$ cat src/rtl/lpwake_pkg.sv
package lpwake_pkg;

    localparam int WU_LINES = 4;

    typedef enum logic [1:0] {
        MODE_NORMAL  = 2'd0,
        MODE_STANDBY = 2'd1,
        MODE_SLEEP   = 2'd2,
        MODE_STOP    = 2'd3
    } pm_mode_e;

    typedef enum logic [1:0] {
        SENS_OFF  = 2'd0,
        SENS_RISE = 2'd1,
        SENS_FALL = 2'd2,
        SENS_ANY  = 2'd3
    } sens_e;

    typedef struct packed {
        logic [1:0] sens_hi;
        logic [1:0] sens_lo;
        logic       hs_link;
        logic       hs_auto;
        logic       fwu_en;
        logic       can_en;
    } wu_cfg_t;

    typedef struct packed {
        logic                tmr;
        logic                cs;
        logic [WU_LINES-1:0] lines;
    } wu_stat_t;

    typedef enum logic [1:0] {
        SEQ_IDLE = 2'd0,
        SEQ_RST  = 2'd1,
        SEQ_NREQ = 2'd2
    } seq_e;

    function automatic logic sens_hit(logic [1:0] s, logic old_v, logic new_v);
        case (sens_e'(s))
            SENS_RISE: return !old_v && new_v;
            SENS_FALL: return old_v && !new_v;
            SENS_ANY:  return old_v != new_v;
            default:   return 1'b0;
        endcase
    endfunction

    function automatic logic is_cyclic(wu_cfg_t c);
        return c.hs_link && c.hs_auto;
    endfunction

endpackage

$ cat src/rtl/lpwake_sync.sv
module lpwake_sync #(
    parameter int W      = 1,
    parameter int STAGES = 2
) (
    input  logic         clk_i,
    input  logic         rst_i,
    input  logic [W-1:0] d_i,
    output logic [W-1:0] q_o
);
    logic [W-1:0] stg [STAGES];

    always_ff @(posedge clk_i) begin
        if (rst_i) stg[0] <= '0;
        else       stg[0] <= d_i;
    end

    for (genvar s = 1; s < STAGES; s++) begin : g_stage
        always_ff @(posedge clk_i) begin
            if (rst_i) stg[s] <= '0;
            else       stg[s] <= stg[s-1];
        end
    end

    assign q_o = stg[STAGES-1];
endmodule

$ cat src/rtl/lpwake_timer.sv
module lpwake_timer #(
    parameter int CYC_PERIOD = 16,
    parameter int CYC_ON     = 4,
    parameter int CYC_SETTLE = 2,
    parameter int FWU_CYCLES = 40
) (
    input  logic clk_i,
    input  logic rst_i,
    input  logic cyc_run_i,
    input  logic fwu_run_i,
    output logic hs_on_o,
    output logic smp_stb_o,
    output logic fwu_done_o
);
    localparam int CW = $clog2(CYC_PERIOD);
    localparam int FW = $clog2(FWU_CYCLES);
    localparam logic [CW-1:0] CYC_LAST = CW'(CYC_PERIOD - 1);
    localparam logic [FW-1:0] FWU_LAST = FW'(FWU_CYCLES - 1);

    logic [CW-1:0] cyc_cnt;
    logic [FW-1:0] fwu_cnt;

    always_ff @(posedge clk_i) begin
        if (rst_i || !cyc_run_i)     cyc_cnt <= '0;
        else if (cyc_cnt == CYC_LAST) cyc_cnt <= '0;
        else                          cyc_cnt <= cyc_cnt + 1'b1;
    end

    always_ff @(posedge clk_i) begin
        if (rst_i || !fwu_run_i)     fwu_cnt <= '0;
        else if (fwu_cnt != FWU_LAST) fwu_cnt <= fwu_cnt + 1'b1;
    end

    assign hs_on_o    = cyc_run_i && (cyc_cnt < CW'(CYC_ON));
    assign smp_stb_o  = cyc_run_i && (cyc_cnt == CW'(CYC_SETTLE));
    assign fwu_done_o = fwu_run_i && (fwu_cnt == FWU_LAST);
endmodule

$ cat src/rtl/lpwake_seq.sv
module lpwake_seq import lpwake_pkg::*; #(
    parameter int RST_LEN = 4
) (
    input  logic clk_i,
    input  logic rst_i,
    input  logic start_i,
    output logic sys_rst_o,
    output logic nreq_o
);
    localparam int RW = $clog2(RST_LEN + 1);

    seq_e          st;
    logic [RW-1:0] cnt;

    always_ff @(posedge clk_i) begin
        if (rst_i) begin
            st  <= SEQ_IDLE;
            cnt <= '0;
        end else begin
            case (st)
                SEQ_IDLE: if (start_i) begin
                    st  <= SEQ_RST;
                    cnt <= RW'(RST_LEN - 1);
                end
                SEQ_RST: begin
                    if (cnt == '0) st <= SEQ_NREQ;
                    else           cnt <= cnt - 1'b1;
                end
                default: st <= SEQ_IDLE;
            endcase
        end
    end

    assign sys_rst_o = (st == SEQ_RST);
    assign nreq_o    = (st == SEQ_NREQ);
endmodule

$ cat src/rtl/lpwake_ctrl.sv
module lpwake_ctrl import lpwake_pkg::*; #(
    parameter int SYNC_STAGES = 2,
    parameter int CYC_PERIOD  = 16,
    parameter int CYC_ON      = 4,
    parameter int CYC_SETTLE  = 2,
    parameter int FWU_CYCLES  = 40,
    parameter int RST_LEN     = 4
) (
    input  logic                  clk_i,
    input  logic                  rst_i,
    input  logic [1:0]            mode_i,
    input  logic                  cfg_we_i,
    input  logic [7:0]            cfg_wdata_i,
    output logic [7:0]            cfg_o,
    input  logic [WU_LINES-1:0]   wake_in_i,
    input  logic                  spi_cs_i,
    input  logic                  can_wake_i,
    input  logic                  stat_rd_i,
    output logic [WU_LINES+1:0]   wake_stat_o,
    output logic                  can_stat_o,
    output logic                  hs_on_o,
    output logic                  vdd_en_o,
    output logic                  sys_rst_o,
    output logic                  nreq_o,
    output logic                  irq_o
);
    localparam int SW = WU_LINES + 1;

    pm_mode_e md;
    wu_cfg_t  cfg_q, cfg_in;
    wu_stat_t stat_q, stat_hit;
    logic     can_q, irq_q, woken;
    logic     lp, cyc, armed;

    assign md     = pm_mode_e'(mode_i);
    assign cfg_in = wu_cfg_t'(cfg_wdata_i);
    assign lp     = (md == MODE_SLEEP) || (md == MODE_STOP);
    assign cyc    = is_cyclic(cfg_q);
    assign armed  = lp && !woken;

    // configuration: writable only outside low power, timed wake and cyclic exclusive
    always_ff @(posedge clk_i) begin
        if (rst_i) cfg_q <= '0;
        else if (cfg_we_i && !lp && !(cfg_in.fwu_en && is_cyclic(cfg_in)))
            cfg_q <= cfg_in;
    end

    // synchronizers
    logic [SW-1:0] raw_s, syn_s;
    logic [WU_LINES-1:0] syn_in, prev_in, samp_q, line_hit;
    logic syn_cs, prev_cs, samp_ok;

    assign raw_s = {spi_cs_i, wake_in_i};

    lpwake_sync #(.W(SW), .STAGES(SYNC_STAGES)) u_sync (
        .clk_i (clk_i),
        .rst_i (rst_i),
        .d_i   (raw_s),
        .q_o   (syn_s)
    );

    assign syn_in = syn_s[WU_LINES-1:0];
    assign syn_cs = syn_s[WU_LINES];

    // timers
    logic smp_stb, fwu_done;

    lpwake_timer #(
        .CYC_PERIOD (CYC_PERIOD),
        .CYC_ON     (CYC_ON),
        .CYC_SETTLE (CYC_SETTLE),
        .FWU_CYCLES (FWU_CYCLES)
    ) u_timer (
        .clk_i      (clk_i),
        .rst_i      (rst_i),
        .cyc_run_i  (armed && cyc),
        .fwu_run_i  (armed && cfg_q.fwu_en),
        .hs_on_o    (hs_on_o),
        .smp_stb_o  (smp_stb),
        .fwu_done_o (fwu_done)
    );

    // edge history and cyclic samples
    always_ff @(posedge clk_i) begin
        if (rst_i) begin
            prev_in <= '0;
            prev_cs <= 1'b0;
            samp_q  <= '0;
            samp_ok <= 1'b0;
        end else begin
            prev_in <= syn_in;
            prev_cs <= syn_cs;
            if (!(armed && cyc)) samp_ok <= 1'b0;
            else if (smp_stb) begin
                samp_q  <= syn_in;
                samp_ok <= 1'b1;
            end
        end
    end

    for (genvar i = 0; i < WU_LINES; i++) begin : g_line
        logic [1:0] sens;
        assign sens = (i < WU_LINES/2) ? cfg_q.sens_lo : cfg_q.sens_hi;
        assign line_hit[i] = armed && (cyc
            ? (smp_stb && samp_ok && sens_hit(sens, samp_q[i], syn_in[i]))
            : sens_hit(sens, prev_in[i], syn_in[i]));
    end

    logic can_hit, any_hit;

    always_comb begin
        stat_hit.lines = line_hit;
        stat_hit.cs    = armed && !prev_cs && syn_cs;
        stat_hit.tmr   = fwu_done;
        can_hit        = armed && cfg_q.can_en && can_wake_i;
        any_hit        = (|stat_hit) || can_hit;
    end

    // latched status, clear on read with set priority
    always_ff @(posedge clk_i) begin
        if (rst_i) begin
            stat_q <= '0;
            can_q  <= 1'b0;
            irq_q  <= 1'b0;
            woken  <= 1'b0;
        end else begin
            stat_q <= (stat_rd_i ? '0 : stat_q) | stat_hit;
            can_q  <= (!stat_rd_i && can_q) || can_hit;
            irq_q  <= (!stat_rd_i && irq_q) || (any_hit && md == MODE_STOP);
            woken  <= lp && (woken || any_hit);
        end
    end

    lpwake_seq #(.RST_LEN(RST_LEN)) u_seq (
        .clk_i     (clk_i),
        .rst_i     (rst_i),
        .start_i   (any_hit && md == MODE_SLEEP),
        .sys_rst_o (sys_rst_o),
        .nreq_o    (nreq_o)
    );

    assign cfg_o       = cfg_q;
    assign wake_stat_o = stat_q;
    assign can_stat_o  = can_q;
    assign irq_o       = irq_q;
    assign vdd_en_o    = !((md == MODE_SLEEP) && !woken);
endmodule

$ cat config.mk
export PLATFORM = sky130hd
export DESIGN_NAME = lpwake_ctrl
export DESIGN_NICKNAME = d
export VERILOG_FILES = /design/src/rtl/lpwake_pkg.sv /design/src/rtl/lpwake_sync.sv /design/src/rtl/lpwake_timer.sv /design/src/rtl/lpwake_seq.sv /design/src/rtl/lpwake_ctrl.sv
export SDC_FILE = /design/constraint.sdc
export NUM_CORES = 1
export LEC_CHECK = 0
export CELL_PAD_IN_SITES_DETAIL_PLACEMENT = 2
export CELL_PAD_IN_SITES_GLOBAL_PLACEMENT = 2
export CORE_MARGIN = 10
export CORE_UTILIZATION = 25
export CTS_CLUSTER_SIZE = 30
export DETAILED_ROUTE_END_ITERATION = 10
export DONT_BUFFER_PORTS = 1
export PLACE_DENSITY_LB_ADDON = 0.1
export SLEW_MARGIN = 20
export SYNTH_ARGS = -nofsm -noshare
export SYNTH_HDL_FRONTEND = slang
export SYNTH_SLANG_ARGS = --single-unit
$ cat constraint.sdc
create_clock -name clk_i -period 4.2 [get_ports clk_i]
set_input_delay 0.21 -clock clk_i [delete_from_list [all_inputs] [get_ports clk_i]]
set_output_delay 0.21 -clock clk_i [all_outputs]
set_load 0.01 [all_outputs]
==> results of run 1 <==
==> metal layers <==
| metal | routed length [µm] | up-vias | part of all wire (%) |
|---|---|---|---|
| met3 | 324 | 4 | 5.0 |
| li1 | - | 920 | - |
| met2 | 3040 | 27 | 47 |
| met5 | 0 | - | 0 |
| met1 | 3100 | 918 | 47 |
| met4 | 63 | 0 | 0.97 |
==> flip-flops by register name, summed over array words and instances, names as in the netlist, 3 cells and up <==
signal,flops
cfg_o,4
prev_in,4
wake_stat_o,6
u_timer.cyc_cnt,4
u_seq.cnt,3
u_sync.stg,10
g_line.sens,4
samp_q,4
u_timer.fwu_cnt,6
==> logic make-up (layout without fill, tap and decap cells) <==
logic type | count (synthesis) | in the layout | synth area share (%)
buffers and inverters | 29 | 28 | 4.92
DFF | 52 | 52 | 42.2
muxes | 7 | 7 | 2.84
xor gates and xnor gates | 6 | 6 | 2.13
AOI/OAI and AO/OA | 51 | 51 | 15.0
and+or+nand+nor | 104 | 104 | 22.2
adders and majority gates | 21 | 21 | 10.7
==> power groups by stage <==
stage | logic [mW] | registers [mW] | clock network, mW
after floorplan | 0.0517 | 0.528 | 0
after global placement | 0.0542 | 0.537 | 0
after detailed placement | 0.0548 | 0.537 | 0
after CTS | 0.0643 | 0.526 | 0.325
after global routing | 0.0724 | 0.528 | 0.347
final | 0.0617 | 0.524 | 0.303
==> how the worst max path moves through the flow <==
stage | start | to | slack [ps] | cells past startpoint
2_1_floorplan | u_timer.cyc_cnt[0] | u_seq.st[0] | 2270 | 8
3_3_place_gp | u_timer.cyc_cnt[0] | u_seq.st[0] | 2040 | 8
3_5_place_dp | u_timer.cyc_cnt[0] | u_seq.st[0] | 2010 | 8
4_1_cts | u_timer.cyc_cnt[0] | u_seq.st[0] | 2000 | 8
5_1_grt | u_timer.cyc_cnt[0] | u_seq.st[0] | 1820 | 8
6_report | u_timer.cyc_cnt[0] | u_seq.cnt[0] | 2020 | 8
==> placed cells by master, fill, tap and decap left out, drive strengths merged, types with 2 or more instances in the layout <==
| master | instances |
|---|---|
| dfxtp | 52 |
| nor2 | 34 |
| ha | 21 |
| inv | 19 |
| nand2 | 19 |
| a21oi | 19 |
| nor2b | 18 |
| nand3 | 7 |
| mux2i | 7 |
| nand2b | 6 |
| clkbuf | 6 |
| o211ai | 5 |
| a32oi | 5 |
| o21a | 4 |
| nor3 | 4 |
| xor2 | 3 |
| a22oi | 3 |
| xnor2 | 3 |
| a31oi | 3 |
| o31ai | 3 |
| nand3b | 2 |
| o21ai | 2 |
| a211oi | 2 |
| a311oi | 2 |
| nor3b | 2 |
| clkinv | 2 |
| nor4 | 2 |
| or2 | 2 |
| nor4b | 2 |
==> area by class of cell <==
cell class,count,area [µm²]
clock buffers,6,82.6
multi-input cells,189,1310
clock inverters,2,10.0
well taps,133,166
flip-flops and latches,52,1040
fillers,1114,6980
inverters,19,71.3
repair buffers,1,20.0
==> what timing repair did <==
action | 4_1_cts | 5_1_grt
hold endpoints to repair | 39 | 0
setup endpoints to repair | 0 | 0
hold buffers | 1 | 0
==> critical path, cell delays in order (launching register included) <==
cell,delay [ps]
dfxtp_1,420
inv_1,70
ha_1,290
and4bb_2,280
o21a_1,130
a32oi_2,260
o211ai_2,170
o31ai_4,350
a31oi_1,120
==> metrics by stage <==
stage / setup WS [ps] / util (%) / instances / power (mW) / instance area [µm²]
detailed placement: 2010 / 26.7 / 393 / 0.592 / 2590
finish: 2020 / 27.9 / 402 / 0.889 / 2700
global route: 1820 / 27.9 / 402 / 0.947 / 2700
floorplan: 2270 / - / 270 / 0.580 / 2460
CTS: 2000 / 27.9 / 402 / 0.915 / 2700
global placement: 2040 / 26.7 / 393 / 0.591 / 2580
==> flow_summary.yaml, run 1 <==
outcome:
  status: "complete, no violations"
timing:
  hold_slack_ps: 33.3
  setup_tns_ps: 0
  rsz0062_at_grt: "false"
  hold_violations: 0
  period_needed_ps: 2180
  tightest_slew_ps: 881
  maxSlewHeadroom_pct: 40.8
  setup_violations: 0
  finalMaxSlewViolations: 0
  fin_crit_sh_pct: 51.9
  fmax_mhz: 459
  clock_skew_ps: 11.2
critical_path:
  crit_type: "flip-flop to flip-flop"
  crit_fanout: 7
  ff2ff_setup_slack_ps: 2020
  cp.arrival_ps: 2370
  rr_startpoint: "u_timer.cyc_cnt[0]"
  cp-start-kind: "flip-flop"
  r2r_end: "u_seq.cnt[0]"
  endpoint_kind: "flip-flop"
  cp.required_ps: 4400
  reg2reg_depth: 8
clock_network:
  cts_root_buf: "clkbuf_8"
  cts_max_level: 2
  cts.sinks: 52
  post-cts-setup-buffers: 0
  cts.clk_slew.worst_paths_ps: 100
  cts-resized-gates: 0
  clk_latency_ps: 300
  cts_buffers: 5
  cts_buffer_depth: 2
  cts_tree: "built"
synthesis:
  synth_cells: 270
  ys_top_cells_by_area: "dfxtp_1, ha_1, nor2_1"
  ys_seq_elements: 52
  synth-warning-count: 0
  yosysUniqueCellTypes: 47
  synthFlopType: "dfxtp_1"
  ys_seq_area_share_pct: 42.2
  yosys-top-cells-count: "dfxtp_1, nor2_1, ha_1"
  synth_nets: 311
  synth_top_area_share_pct: 42.2
  synth_top_area_cell: "dfxtp_1"
  syn_avg_cell_area_um2: 9.13
  yosysMostFrequentCell: "dfxtp_1"
  synth-edff-count: 0
  synth-async-reset-ratio_pct: 0
  syn-cell-area_um2: 2460
grt:
  antenna_found_initial: 0
  use_met1_pct: 11.9
  met3_usage_pct: 2.93
  busiest_layer: "met2"
  grt_pass1_wl_um: 11200
  grt_usage_pct: 9.64
  grt_use_met2_pct: 15.9
  grt_pass1_vias: 2044
  grt_max_degree: 40
  grt_overflow: 0
pwr:
  p_leak_nw: 0.962
  internal_power_mw: 0.663
  p_sw_mw: 0.226
  p_comb_share_pct: 6.9
  switching_share_pct: 25.4
  p_seq_share_pct: 59.0
  ir_worst_vdd_v: 0.000159
  p_clk_share_pct: 34.1
  powerDensity_nw_per_um2: 329
hold_path:
  hold_depth: 1
  hold_end: "u_sync.stg[0][4]"
  min_from: "spi_cs_i"
  hold_class: "primary input to flip-flop"
placed_design:
  post-dp-hpwl_um: 4790
  io_buffers: 0
  gp_congestion: 0.705
route:
  drc: 0
  ant_nets: 0
  via_count: 1869
  wl_per_cell_um: 16.2
  via_per_inst: 4.65
  wirelength_um: 6530
  drt_pass1_iterations: 4
  drtIter0Drc: 56
final_layout:
  nets: 309
  areaGrowthSynthToFinish_pct: 9.54
  final_layout_size_suffix_gt1_share_pct: 6.69
  antenna_cells: 0
floorplan:
  die_y_um: 119
  die_w_um: 119
  start_util_pct: 25.5
  num_rows: 36
  coreArea_um2: 9680
  fp.dieArea_um2: 14200
  num_io_pins: 40
run:
  maxCapViolCount: 0
Note: power is estimated with default switching activity, not from simulation.
==> run 2: changes to the inputs <==
- ABC_AREA: not set -> 1
- clock period: 4.2 -> 2.09 ns (I/O delays scaled with it)
==> flow_summary.yaml, run 2 <==
clock_network:
  cts_max_level: 2
  cts.clk_slew.worst_paths_ps: 100
  cts.sinks: 52
  cts_buffers: 5
  clk_latency_ps: 310
  cts_buffer_depth: 2
  cts_root_buf: "clkbuf_8"
  post-cts-setup-buffers: 0
  cts_tree: "built"
route:
  wl_met1_um: 3290
  wl_per_cell_um: 14.6
  drc: 0
  via_per_inst: 4.40
  via_count: 2121
  wl_met2_um: 3300
  drt_pass1_iterations: 4
  wl_met3_um: 407
  drtIter0Drc: 59
  ant_nets: 0
  routed.top_layer: "met4"
  wirelength_um: 7060
final_layout:
  mostFrequentLayoutCells: "dfxtp_1, inv_1, nand2_1"
  areaGrowthSynthToFinish_pct: 19.1
  largest_reg_flops: 10
  layout_commonest_cell: "dfxtp_1"
  largest-register: "u_sync.stg"
  nFillCells: 1175
  nets: 389
  antenna_cells: 0
  utilization_pct: 30.3
  final_layout_size_suffix_gt1_share_pct: 10.3
pwr:
  ir_worst_vdd_v: 0.000220
  powerDensity_nw_per_um2: 655
  switching_share_pct: 25.3
  p_clk_share_pct: 36.7
  power_mw: 1.93
  p_comb_share_pct: 9.2
  p_leak_nw: 1.26
  p_sw_mw: 0.489
  internal_power_mw: 1.44
  p_seq_share_pct: 54.1
critical_path:
  crit_fanout: 4
  endpoint_kind: "flip-flop"
  crit_type: "flip-flop to flip-flop"
  cp-start-kind: "flip-flop"
  cp.required_ps: 2310
  cp.arrival_ps: 2110
synthesis:
  ys_seq_area_share_pct: 42.0
  synth_adder_area_share_pct: 10.6
  synth_top_area_share_pct: 42.0
  synth-warning-count: 0
  synth-xor-area-share_pct: 2.47
  synth-edff-count: 0
  synth_nets: 365
  yosysUniqueCellTypes: 29
  synth_top_family_by_area: "simple AND/OR/NAND/NOR gates"
  ys_seq_elements: 52
  synth_compound_area_share_pct: 9.79
  synth_cells: 324
  syn_avg_cell_area_um2: 7.65
  synthFlopType: "dfxtp_1"
  syn-cell-area_um2: 2480
  synth_top_area_cell: "dfxtp_1"
  synthMuxAreaShare_pct: 0
  synthSimpleGateAreaFrac_pct: 25.8
  ys_top_cells_by_area: "dfxtp_1, ha_1, inv_1"
  yosysMostFrequentCell: "dfxtp_1"
  synth-async-reset-ratio_pct: 0
  yosys-top-cells-count: "dfxtp_1, inv_1, nand2_1, nor2_1, nand3_1"
run:
  maxCapViolCount: 0
floorplan:
  num_rows: 36
  coreArea_um2: 9730
  die_y_um: 120
  die_w_um: 120
  fp.dieArea_um2: 14300
  num_io_pins: 40
  start_util_pct: 25.5
timing:
  rsz0062_at_grt: "false"
  tightest_slew_ps: 461
  finalMaxSlewViolations: 0
  maxSlewHeadroom_pct: 69.2
  setup_violations: 0
  fin_crit_sh_pct: 90.6
  fmax_mhz: 528
  clock_skew_ps: 11.8
  period_needed_ps: 1890
  hold_violations: 0
  setup_tns_ps: 0
placed_design:
  io_buffers: 0
  post-dp-hpwl_um: 5390
  gp_congestion: 0.703
grt:
  grt_pass1_wl_um: 11900
  grt_max_degree: 28
  grt_overflow: 0
  antenna_found_initial: 0
  grt_pass1_vias: 2346
  grt_usage_pct: 10.2
hold_path:
  hold_class: "primary input to flip-flop"
outcome:
  status: "complete, no violations"
run 2: what timing repair did:
action | in CTS | in global routing
gates resized for setup | 0 | 0
hold endpoints to repair | 33 | 1
hold buffers | 13 | 1
run 2: kinds of logic after synthesis:
family	Yosys count
flip-flops	52
AND/OR/NAND/NOR	139
AO/OA/AOI/OAI	44
XOR/XNOR	7
buffers and inverters	61
adder cells (fa/ha/maj)	21
run 2: layout make-up:
type,count,area [µm²],area share [%]
Timing Repair Buffer,24,225,7.63
Clock buffer,5,68.8,2.33
Sequential cell,52,1040,35.3
Multi-Input combinational cell,211,1210,40.8
Tap cell,133,166,5.64
Clock inverter,3,42.5,1.44
Inverter,54,203,6.86
run 2: layer usage:
metal / vias up / global-route usage, %
li1: 1071 / -
met1: 1011 / 12.1
met2: 33 / 17.4
met3: 6 / 3.23
met4: 0 / 2.49
met5: - / 0
run 2: per-stage QoR:
stage / area, µm² / hold slack (ps) / instances / setup slack, ps
6_report: 2950 / 9.51 / 482 / 197
5_1_grt: 2950 / 6.34 / 482 / 7.91
4_1_cts: 2940 / 2.06 / 481 / 160
3_5_place_dp: 2690 / 177 / 460 / 180
3_3_place_gp: 2690 / 174 / 460 / 185
2_1_floorplan: 2480 / 211 / 324 / 422
run 2: worst paths after layout:
path | depth (start not counted) | start | slack, ps | endpoint
max | 15 | u_sync.stg[1][3] | 200 | u_seq.cnt[1]
min | 2 | cfg_wdata_i[4] | 10 | g_line[0].sens[0]
max reg2reg | 15 | u_sync.stg[1][3] | 200 | u_seq.cnt[1]
min reg2reg | 2 | u_sync.stg[0][1] | 410 | u_sync.stg[1][1]
run 2: worst max-delay path, cell delays in order (launching register included):
cell	delay [ps]
dfxtp_1	390
inv_1	100
ha_1	290
nand3b_1	150
nand3_1	110
nand3_1	80
nand2_1	60
nand2_1	90
nand2_1	80
inv_1	50
nand2_2	100
nand2_2	80
nand2_4	90
inv_2	40
nand3_1	60
nand2_1	50
run 2: power by group through the flow:
| stage | sequential (mW) | combinational [mW] | clock, mW |
|---|---|---|---|
| 2_1_floorplan | 1.06 | 0.102 | 0 |
| 3_3_place_gp | 1.07 | 0.145 | 0 |
| 3_5_place_dp | 1.07 | 0.149 | 0 |
| 4_1_cts | 1.05 | 0.183 | 0.756 |
| 5_1_grt | 1.05 | 0.206 | 0.804 |
| 6_report | 1.05 | 0.177 | 0.710 |
==> run 3: changes to the inputs <==
- CELL_PAD_IN_SITES_DETAIL_PLACEMENT: 2 -> 1
- CELL_PAD_IN_SITES_GLOBAL_PLACEMENT: 2 -> 1
==> flow_summary.yaml, run 3 (same netlist as run 2, synthesis figures left out) <==
pwr:
  p_leak_nw: 1.26
  powerDensity_nw_per_um2: 654
  power_mw: 1.93
  ir_worst_vdd_v: 0.000281
timing:
  fmax_mhz: 543
  period_needed_ps: 1840
  clock_skew_ps: 10.9
  hold_slack_ps: 3.11
  setup_tns_ps: 0
  setup_violations: 0
  rsz0062_at_grt: "false"
  hold_violations: 0
  tightest_slew_ps: 436
  maxSlewHeadroom_pct: 70.9
  fin_crit_sh_pct: 88.2
  finalMaxSlewViolations: 0
route:
  ant_nets: 0
  via_per_inst: 4.33
  via_count: 2084
  drt_pass1_iterations: 3
  drtIter0Drc: 57
  drc: 0
  wirelength_um: 6650
  wl_per_cell_um: 13.8
final_layout:
  largest-register: "u_sync.stg"
  areaGrowthSynthToFinish_pct: 18.9
  largest_reg_flops: 10
  nets: 388
  final_area_um2: 2950
  antenna_cells: 0
  layout_commonest_cell: "dfxtp_1"
  nFillCells: 1207
  final_layout_size_suffix_gt1_share_pct: 9.48
  utilization_pct: 30.3
  mostFrequentLayoutCells: "dfxtp_1, inv_1, nand2_1"
critical_path:
  cp-start-kind: "flip-flop"
  endpoint_kind: "flip-flop"
  crit_fanout: 4
  cp.required_ps: 2300
  crit_type: "flip-flop to flip-flop"
  cp.arrival_ps: 2050
floorplan:
  die_y_um: 120
  die_w_um: 120
  num_rows: 36
  num_io_pins: 40
  start_util_pct: 25.5
  fp.dieArea_um2: 14300
  coreArea_um2: 9730
placed_design:
  io_buffers: 0
  dpl_cell_area_um2: 2680
  gp_congestion: 0.761
  post-dp-hpwl_um: 5070
clock_network:
  cts_buffer_depth: 2
  cts_buffers: 5
  cts_root_buf: "clkbuf_8"
  cts_tree: "built"
  post-cts-setup-buffers: 0
  clk_latency_ps: 310
  cts.clk_slew.worst_paths_ps: 100
  cts_max_level: 2
  cts.sinks: 52
  cts-resized-gates: 0
grt:
  antenna_found_initial: 0
  grt_pass1_wl_um: 11200
  grt_pass1_vias: 2228
  grt_max_degree: 28
  grt_overflow: 0
  grt_usage_pct: 9.65
run:
  maxCapViolCount: 0
outcome:
  status: "complete, no violations"
hold_path:
  hold_class: "primary input to flip-flop"
run 3: cell count changes in the layout (fill, tap and decap cells not counted), sizes merged:
cell         before  now
buf              11    9
clkbuf            5    6
clkinv            1    0
clkinvlp          1    0
dlygate4sd3      13   14
inv              54   55
run 3: path summary, 6_finish.rpt:
kind,cells after the start,slack [ps],endpoint,start
worst max register to register,15,250,u_seq.cnt[1],u_sync.stg[1][1]
worst min register to register,2,410,u_sync.stg[1][1],u_sync.stg[0][1]
worst min-delay path,2,3,g_line[2].sens[1],cfg_wdata_i[7]
worst max-delay path,15,250,u_seq.cnt[1],u_sync.stg[1][1]
run 3: cell type report:
cell class | instances | area [µm²] | area share, %
clock inverter | 2 | 38.8 | 1.32
clock buffer | 6 | 72.6 | 2.46
multi-input combinational | 211 | 1210 | 40.9
tap | 133 | 166 | 5.65
sequential | 52 | 1040 | 35.3
inverter | 54 | 203 | 6.88
timing repair buffer | 23 | 220 | 7.47
run 3: what timing repair did:
| action | 4_1_cts | 5_1_grt |
|---|---|---|
| hold endpoints to repair | 35 | 0 |
| hold buffers | 15 | 0 |
| setup endpoints to repair | 0 | 0 |
run 3: routing by layer:
metal / vias up / track usage [%] / wire, µm / part of all wire (%)
met5: - / 0 / 0 / 0
met4: 0 / 3.02 / 103 / 1.5
met3: 8 / 2.86 / 282 / 4.2
met2: 23 / 16.3 / 3200 / 48
met1: 977 / 11.5 / 3060 / 46
li1: 1076 / - / - / -
run 3: report_power, final:
group | total, mW | internal [mW] | leakage, nW | switching [mW]
sequential | 1.05 | 1.02 | 0.423 | 0.0298
clock | 0.709 | 0.362 | 0.0558 | 0.347
combinational | 0.169 | 0.0682 | 0.779 | 0.101
total | 1.93 | 1.45 | 1.26 | 0.477
run 3: per-stage QoR:
step / cells / setup WS (ps)
6_report: 481 / 247
5_1_grt: 481 / 20.1
4_1_cts: 481 / 199
3_5_place_dp: 458 / 206
3_3_place_gp: 458 / 227
2_1_floorplan: 324 / 422
run 3: worst max-delay path, cell delays in order (launching register included):
cell	delay, ps
dfxtp_1	390
inv_1	100
ha_1	290
or2_1	220
nand3_1	70
nand3_1	60
nand2_1	60
nand2_1	60
nand2_1	60
inv_1	40
nand2_2	80
nand2_2	70
nand2_4	90
inv_2	40
nand3_1	50
nand2_1	50
